===== config.mk =====
export PLATFORM = sky130hd
export DESIGN_NAME = stream_prefetcher
export DESIGN_NICKNAME = d
export VERILOG_FILES = /design/src/rtl/pf_pkg.sv /design/src/rtl/pf_lru.sv /design/src/rtl/pf_track_table.sv /design/src/rtl/pf_issue.sv /design/src/rtl/stream_prefetcher.sv
export SDC_FILE = /design/constraint.sdc
export NUM_CORES = 1
export LEC_CHECK = 0
export ABC_AREA = 1
export BUFFER_PORTS_ARGS = -buffer_cell sky130_fd_sc_hd__clkbuf_2
export CAP_MARGIN = 5
export CELL_PAD_IN_SITES_DETAIL_PLACEMENT = 1
export CELL_PAD_IN_SITES_GLOBAL_PLACEMENT = 1
export CORE_MARGIN = 8
export CORE_UTILIZATION = 40
export CTS_CLUSTER_DIAMETER = 30
export DETAILED_ROUTE_END_ITERATION = 6
export PLACE_DENSITY = 0.7
export RECOVER_POWER = 25
export SLEW_MARGIN = 20
export SYNTH_ARGS = -nofsm -noshare
export SYNTH_HDL_FRONTEND = slang
export SYNTH_HIERARCHICAL = 1
export SYNTH_SLANG_ARGS = --single-unit

===== constraint.sdc =====
create_clock -name clk -period 9.1 [get_ports clk]
set_input_delay 0.91 -clock clk [delete_from_list [all_inputs] [get_ports clk]]
set_output_delay 0.91 -clock clk [all_outputs]
set_load 0.05 [all_outputs]

===== src/rtl/pf_pkg.sv =====
package pf_pkg;
  // Direction of a tracking table.
  typedef enum logic {DIR_UP = 1'b0, DIR_DOWN = 1'b1} pf_dir_e;

  // Default geometry: 32-bit byte address, 64-byte lines, 4 KB pages.
  localparam int unsigned DEF_LINE_W          = 26;
  localparam int unsigned DEF_PAGE_LINES_LOG2 = 6;
  localparam int unsigned DEF_UP_DEPTH        = 16;
  localparam int unsigned DEF_DOWN_DEPTH      = 4;
endpackage


===== src/rtl/pf_lru.sv =====
module pf_lru #(
  parameter int unsigned N = 4,
  localparam int unsigned RW = (N > 1) ? $clog2(N) : 1
) (
  input  logic          clk,
  input  logic          rst_n,
  input  logic          touch_en,
  input  logic [RW-1:0] touch_idx,
  output logic [RW-1:0] victim_idx
);
  // Rank 0 is the most recent entry and rank N-1 is the next victim.
  logic [RW-1:0] rank_q [N];
  logic [RW-1:0] touched_rank;

  assign touched_rank = rank_q[touch_idx];

  always_ff @(posedge clk) begin
    if (!rst_n) begin
      for (int i = 0; i < N; i++) rank_q[i] <= RW'(i);
    end else if (touch_en) begin
      for (int i = 0; i < N; i++) begin
        if (RW'(i) == touch_idx)            rank_q[i] <= '0;
        else if (rank_q[i] < touched_rank)  rank_q[i] <= rank_q[i] + 1'b1;
      end
    end
  end

  always_comb begin
    victim_idx = '0;
    for (int i = 0; i < N; i++)
      if (rank_q[i] == RW'(N - 1)) victim_idx = RW'(i);
  end
endmodule


===== src/rtl/pf_track_table.sv =====
module pf_track_table
  import pf_pkg::*;
#(
  parameter int unsigned N      = 4,
  parameter int unsigned LINE_W = 26,
  parameter pf_dir_e     DIR    = DIR_UP,
  localparam int unsigned RW = (N > 1) ? $clog2(N) : 1
) (
  input  logic              clk,
  input  logic              rst_n,
  input  logic              lk_valid,
  input  logic [LINE_W-1:0] lk_line,
  input  logic              alloc_en,
  output logic              hit
);
  logic              valid_q  [N];
  logic [LINE_W-1:0] expect_q [N];
  logic [N-1:0]      hit_vec;
  logic [RW-1:0]     hit_idx;
  logic [RW-1:0]     victim_idx;
  logic [RW-1:0]     touch_idx;
  logic              touch_en;
  logic [LINE_W-1:0] step_line;

  assign step_line = (DIR == DIR_DOWN) ? lk_line - 1'b1 : lk_line + 1'b1;

  genvar g;
  generate
    for (g = 0; g < N; g++) begin : g_cmp
      assign hit_vec[g] = valid_q[g] && (expect_q[g] == lk_line);
    end
  endgenerate

  always_comb begin
    hit_idx = '0;
    for (int i = N - 1; i >= 0; i--)
      if (hit_vec[i]) hit_idx = RW'(i);
  end

  assign hit       = lk_valid && (|hit_vec);
  assign touch_en  = hit || alloc_en;
  assign touch_idx = hit ? hit_idx : victim_idx;

  always_ff @(posedge clk) begin
    if (!rst_n) begin
      for (int i = 0; i < N; i++) begin
        valid_q[i]  <= 1'b0;
        expect_q[i] <= '0;
      end
    end else if (touch_en) begin
      valid_q[touch_idx]  <= 1'b1;
      expect_q[touch_idx] <= step_line;
    end
  end

  pf_lru #(.N(N)) u_lru (
    .clk        (clk),
    .rst_n      (rst_n),
    .touch_en   (touch_en),
    .touch_idx  (touch_idx),
    .victim_idx (victim_idx)
  );
endmodule


===== src/rtl/pf_issue.sv =====
module pf_issue #(
  parameter int unsigned LINE_W          = 26,
  parameter int unsigned PAGE_LINES_LOG2 = 6
) (
  input  logic              clk,
  input  logic              rst_n,
  input  logic              ld_valid,
  input  logic [LINE_W-1:0] ld_line,
  input  logic              hit_up,
  input  logic              hit_down,
  input  logic              pf_ready,
  output logic              pf_valid,
  output logic [LINE_W-1:0] pf_line
);
  logic at_top, at_bottom, go_up, go_down;

  assign at_top    = &ld_line[PAGE_LINES_LOG2-1:0];
  assign at_bottom = ~|ld_line[PAGE_LINES_LOG2-1:0];
  assign go_up     = hit_up && !at_top;
  assign go_down   = hit_down && !hit_up && !at_bottom;

  always_ff @(posedge clk) begin
    if (!rst_n) begin
      pf_valid <= 1'b0;
      pf_line  <= '0;
    end else if (ld_valid) begin
      pf_valid <= go_up || go_down;
      if (go_up)        pf_line <= ld_line + 1'b1;
      else if (go_down) pf_line <= ld_line - 1'b1;
    end else if (pf_ready) begin
      pf_valid <= 1'b0;
    end
  end
endmodule


===== src/rtl/stream_prefetcher.sv =====
module stream_prefetcher
  import pf_pkg::*;
#(
  parameter int unsigned LINE_W          = DEF_LINE_W,
  parameter int unsigned PAGE_LINES_LOG2 = DEF_PAGE_LINES_LOG2,
  parameter int unsigned UP_DEPTH        = DEF_UP_DEPTH,
  parameter int unsigned DOWN_DEPTH      = DEF_DOWN_DEPTH
) (
  input  logic              clk,
  input  logic              rst_n,
  input  logic              ld_valid,
  input  logic [LINE_W-1:0] ld_line,
  output logic              pf_valid,
  input  logic              pf_ready,
  output logic [LINE_W-1:0] pf_line
);
  logic hit_up, hit_down, alloc_en;

  assign alloc_en = ld_valid && !hit_up && !hit_down;

  pf_track_table #(.N(UP_DEPTH), .LINE_W(LINE_W), .DIR(DIR_UP)) u_up_tab (
    .clk      (clk),
    .rst_n    (rst_n),
    .lk_valid (ld_valid),
    .lk_line  (ld_line),
    .alloc_en (alloc_en),
    .hit      (hit_up)
  );

  pf_track_table #(.N(DOWN_DEPTH), .LINE_W(LINE_W), .DIR(DIR_DOWN)) u_down_tab (
    .clk      (clk),
    .rst_n    (rst_n),
    .lk_valid (ld_valid),
    .lk_line  (ld_line),
    .alloc_en (alloc_en),
    .hit      (hit_down)
  );

  pf_issue #(.LINE_W(LINE_W), .PAGE_LINES_LOG2(PAGE_LINES_LOG2)) u_issue (
    .clk      (clk),
    .rst_n    (rst_n),
    .ld_valid (ld_valid),
    .ld_line  (ld_line),
    .hit_up   (hit_up),
    .hit_down (hit_down),
    .pf_ready (pf_ready),
    .pf_valid (pf_valid),
    .pf_line  (pf_line)
  );
endmodule


=== Yosys cells after proc, flatten, opt, wreduce, memory -nomap -nowiden ===
Memories as Yosys holds them, arrays and structs flattened.
Cells that the tools add are included.

* Register bits after elaboration: 27
* Latch bits: 0
* RAM bits: 612
* ROM bits: 0
* Output and inout port bits: 27
* Word-level logic and storage cells: 475
* Memories: 6

{| class="wikitable"
|+ Memories
! name !! words !! width !! read ports !! clocked after Yosys merged registers in !! write ports !! RTL line !! source
|-
| u_up_tab.expect_q || 16 || 26 || 16 || 0 || 16 || pf_track_table.sv:17 || <nowiki>logic [LINE_W-1:0] expect_q [N];</nowiki>
|-
| u_down_tab.expect_q || 4 || 26 || 4 || 0 || 4 || pf_track_table.sv:17 ||
|-
| u_up_tab.u_lru.rank_q || 16 || 4 || 17 || 0 || 16 || pf_lru.sv:12 || <nowiki>logic [RW-1:0] rank_q [N];</nowiki>
|-
| u_up_tab.valid_q || 16 || 1 || 16 || 0 || 16 || pf_track_table.sv:16 || <nowiki>logic valid_q [N];</nowiki>
|-
| u_down_tab.u_lru.rank_q || 4 || 2 || 5 || 0 || 4 || pf_lru.sv:12 ||
|-
| u_down_tab.valid_q || 4 || 1 || 4 || 0 || 4 || pf_track_table.sv:16 ||
|}

* Add/sub/neg operators: 22
* $mul: 0
* Div/mod/pow operators: 0
* Magnitude comparators: 20
* Eq/ne operators: 56
* Shift operators: 0
* Muxes and demuxes: 283
* Bitwise gates (word level): 40
* Reduce and logical (&&, ||, !) cells: 46

{| class="wikitable"
|+ Operators with widths
! kind !! count
|-
| equality test 26 bit || 20
|-
| 2-to-1 mux 4 bit || 65
|-
| 2-to-1 mux 1 bit || 197
|-
| 2-to-1 mux 26 bit || 4
|-
| adder 4 x 1 -> 4 bit, second input constant || 16
|-
| < comparator 4 bit || 16
|-
| equality test 4 bit, second input constant || 15
|-
| OR reduction 26 bit || 2
|-
| bitwise OR 1 bit || 40
|-
| 2-to-1 mux 2 bit || 17
|-
| equality test 4 bit, first input constant || 8
|-
| logical AND 1 bit || 27
|-
| adder 26 x 1 -> 26 bit, second input constant || 1
|-
| subtractor 26 x 1 -> 26 bit, second input constant || 1
|-
| equality test 3 x 4 -> 1 bit, first input constant || 4
|-
| OR reduction 16 bit || 1
|-
| adder 2 x 1 -> 2 bit, second input constant || 4
|-
| equality test 2 x 4 -> 1 bit, first input constant || 2
|-
| < comparator 2 bit || 4
|-
| equality test 2 bit, second input constant || 3
|-
| AND reduction 6 bit || 1
|-
| OR reduction 6 bit || 1
|-
| equality test 1 x 4 -> 1 bit, first input constant || 1
|-
| equality test 2 bit, first input constant || 2
|-
| 9 further kinds || 15
|}

=== Depth between registers and ports, before layout ===
An unclocked memory read counts as a cell.

* Depth in word-level cells: 28
* Depth in mapped cells: 42
* Gate-level depth less buffers: 38

=== Hierarchy ===
Netlist, hierarchy kept.

{| class="wikitable"
|+ Modules (own cells, without submodules)
! module !! instances !! cells an instance !! area each (sq um) !! seq. area each (sq um)
|-
| pf_track_table (u_up_tab) || 1 || 2194 || 22118.7 || 12812.3
|-
| pf_track_table (u_down_tab) || 1 || 1050 || 7422.1 || 3213.1
|-
| pf_lru (u_up_tab.u_lru) || 1 || 669 || 5272.6 || 1921.8
|-
| pf_issue || 1 || 508 || 2857.7 || 540.5
|-
| pf_lru (u_down_tab.u_lru) || 1 || 89 || 700.7 || 240.2
|-
| stream_prefetcher || 1 || 3 || 13.8 || 0.0
|}

=== Least setup slack after synthesis ===
OpenSTA, ideal clock, no wires.

* Path type: input port to flip-flop
* Start point: input ld_line[25]
* End point: memory u_up_tab/u_lru/rank_q[14][0] (netlist bit) (enable)
* Setup time: 0.313 ns
* Data arrival time: 6.003 ns
* Data required time: 8.787 ns
* Path slack: 2.785 ns
* Stages on the path: 27
* Path buffers: 4
* Path through: buf_4 > inv_2 > buf_4 > nor2_1 > a211oi_1 > nand2_1 > nor2_1 > nand3_1 > nand2_1 > nor2_1 > nand2_2 > nand2_4 > nand2_8 > inv_4 > a31oi_4 > nand2_4 > nand2_8 > buf_4 > nor2_2 > clkbuf_1 > a22oi_1 > a31oi_1 > nor3_1 > ha_1 > a2111oi_0 > nand2_1 > nand3_1

{| class="wikitable"
|+ RTL lines
! what !! RTL line !! source
|-
| from (decl) || stream_prefetcher.sv:12 || <nowiki>input logic [LINE_W-1:0] ld_line,</nowiki>
|-
| to (decl) || pf_lru.sv:12 ||
|}

==> metrics <==
Worst EP arrival 8290 ps; synth warn 6; Max Cap Viol 8; nets 4749; Pre-antenna DRT Iters 5; vias in the first global route 34800; Final Non-Filler Cells 6032; postcts setup bufs 0; placed cell count 5717; largest delay contributor family on the critical path simple AND/OR/NAND/NOR gates; gr ovfl total 0; Synth Instances 4513; Max transition margin -90.0%; post-route ant nets 0; violated checks max-capacitance violations, max-slew violations; Syn Std Cell Area 38400 um2; Yosys top cell area share 46.4%; P_leak 19.3 nW; hold buffers post-CTS 0; Final Util 47.7%; largest net degree at the start of global routing 99; Synth area leaders edfxtp_1, nand2_1, nor2_1, inv_1, xnor2_1; period utilisation layout 86.5%; area of the multi-input gates 16600 um2; via count 33300; number of library cell types mapped by synthesis 64; CP Depth 26; Peak VDD IR 0.000209 V; row cnt 113; initial core utilization 40.4%; Post-synth top cells nand2_1, nor2_1, edfxtp_1; Tot Pwr 15.7 mW; Final Max Tran Viols 251; CTS Buffer Depth 3; WP data required 9520 ps; Avg WL per Cell 24.9 um; clock buffer count from CTS 167; Die W 326 um; PD cells 346 nW/um2; post-DP HPWL 98600 um; register area share after synthesis 48.8%; syn avg cell area 8.51 um2; ant diodes 0; crit end category flip-flop; Remaining DRCs 0; # IOs 57; Total Routing Usage GR 27.5%; area grow syn2layout 18.0%; DIE AREA 106000 um2; count leader, synth nand2_1; first-pass GRT wire length 221000 um; slowest CP cell clkbuf_1; status finished, violations left; CTS H-tree lvls 4; RSZ-0062 raised after global routing false; Mapped Nets 4641; Sequential Area 18700 um2; Setup crit start kind input pin; die outline height 326 um; achievable frequency 127 MHz; clock root buffer clkbuf_16; Worst Max-Slew Pin Slew 2850 ps; Worst Hold Class input pin to flip-flop; R2R cell count 24; port bufs 56; via/cell ratio 5.52; Total Negative Setup Slacks 0 ps; Synth Flop Type edfxtp_1; delay of the slowest critical-path stage 890 ps; clock period minus worst slack 7870 ps; number of flops mapped to enable cells by yosys 593; final worst setup slack 1230 ps; # fillers 11100; CTS tree done; number of DRC markers in iteration 0 2894; Clock Pin Slew Worst Setup and Hold Paths 40 ps; final number of hold-violating endpoints 0; crit path max fanout 29; Resized Gates After CTS 0; detailed-route wire length 150000 um; cell repeated most along the worst path nand2_1; Hold Path Depth 4; share of cells above drive strength 1 13.1%; clock sinks 639; Clock Skew 52.7 ps; Yosys top cell by area edfxtp_1; initial antenna violation count 2; dpl ws 1350 ps; synthesized flop and latch total 639; Setup-failing EPs final 0; GPL Wtd Cong 0.883; Worst-Skew Late Latency 770 ps; critical path class input pin to flip-flop; Core Area 95000 um2; fraction of registers with async set/reset 0%; Worst Path Buf+Inv 5
## final timing paths
| path | startpoint | to | slack, ps |
|---|---|---|---|
| max reg2reg | u_up_tab/expect_q[5][7] | u_up_tab/u_lru/rank_q[6][1] | 2520 |
| min reg2reg | u_down_tab/valid_q[2] | u_down_tab/valid_q[2] | 440 |
| min | pf_ready | u_issue/pf_valid | 430 |
| max | ld_line[16] | u_up_tab/u_lru/rank_q[6][1] | 1230 |
## stage by stage
step / instance area, um2 / hold slack [ps]
after CTS: 45500 / 375
after detailed placement: 39700 / 439
after global routing: 45300 / 427
after global placement: 39700 / 431
after floorplan: 38400 / 416
final: 45300 / 426
## layout make-up
type / count / area share (%)
clock buffers: 193 / 9.62
clock inverters: 122 / 3.36
inverters: 459 / 3.83
multi-input cells: 3227 / 36.6
flip-flops and latches: 639 / 41.4
well taps: 1265 / 3.49
repair buffers: 127 / 1.75
## routing by layer
metal  up-vias  wire length, um  global-route usage, %
li1      15100                -                      -
met1     16400            62100                   34.9
met2      1357            69600                   45.6
met3       407            10700                   4.99
met4         2             7450                   12.5
met5         -               13                      0
## kinds of logic after synthesis
| family | share of synthesized area [%] |
|---|---|
| XOR/XNOR | 5.68 |
| buffers and inverters | 7.86 |
| flip-flops | 48.8 |
| adder cells (fa/ha/maj) | 3.21 |
| AND/OR/NAND/NOR | 28.8 |
| AO/OA/AOI/OAI | 5.66 |
## placed cells by master, fill, tap and decap left out, types with 11 or more instances in the layout
cell type and instances:
edfxtp_1 593, a22oi_1 14, buf_4 66, clkbuf_1 51
clkinvlp_4 19, nor3_2 14, nand2_2 34, nor2_1 760
o22ai_1 49, nand4_1 68, or2_2 19, inv_1 399
a31oi_1 12, clkbuf_2 26, a21oi_1 44, nor3_1 82
or2_1 11, o21ai_0 102, inv_2 53, bufinv_16 22
nor2_2 86, nand2_1 1183, a22o_1 16, o21ai_1 36
clkbuf_16 168, clkinv_2 31, xor2_1 99, xnor2_1 138
ha_1 97, a221oi_1 11, nand3_1 221, nor4_1 17
clkinv_1 19, dfxtp_1 46
## sequential cells by signal, indices dropped and copies added, names as in the netlist
register and cells:
u_down_tab/expect_q 104, u_down_tab/u_lru/rank_q 8, u_up_tab/u_lru/rank_q 64, u_up_tab/expect_q 416
u_issue/pf_line 26, u_issue/pf_valid 1, u_down_tab/valid_q 4, u_up_tab/valid_q 16
## worst register-to-register path, cell delays in order, from the launching register on
cell       delay [ps]
edfxtp_1          370
xnor2_1           300
nand3_1           160
nor3_1            230
nand4_1           150
nor2_1            120
nand3_1           240
nand2_1           170
nor2_1            100
nand2_2            60
nand2_1            70
nand2_1           290
inv_4              90
nand2_2           350
nand2_8           220
nand2_2           250
inv_2             150
a22oi_1           180
a31oi_1           130
nor3_2            720
buf_4             320
ha_1              270
a2111oi_0         820
nand2_1           240
nand3_1           230
## where the power goes
| group | switching (mW) | internal (mW) | total (mW) |
|---|---|---|---|
| clock | 1.98 | 4.08 | 6.07 |
| sequential | 0.417 | 3.98 | 4.39 |
| combinational | 3.56 | 1.64 | 5.20 |
No activity file was read; power rests on OpenSTA's default activity.
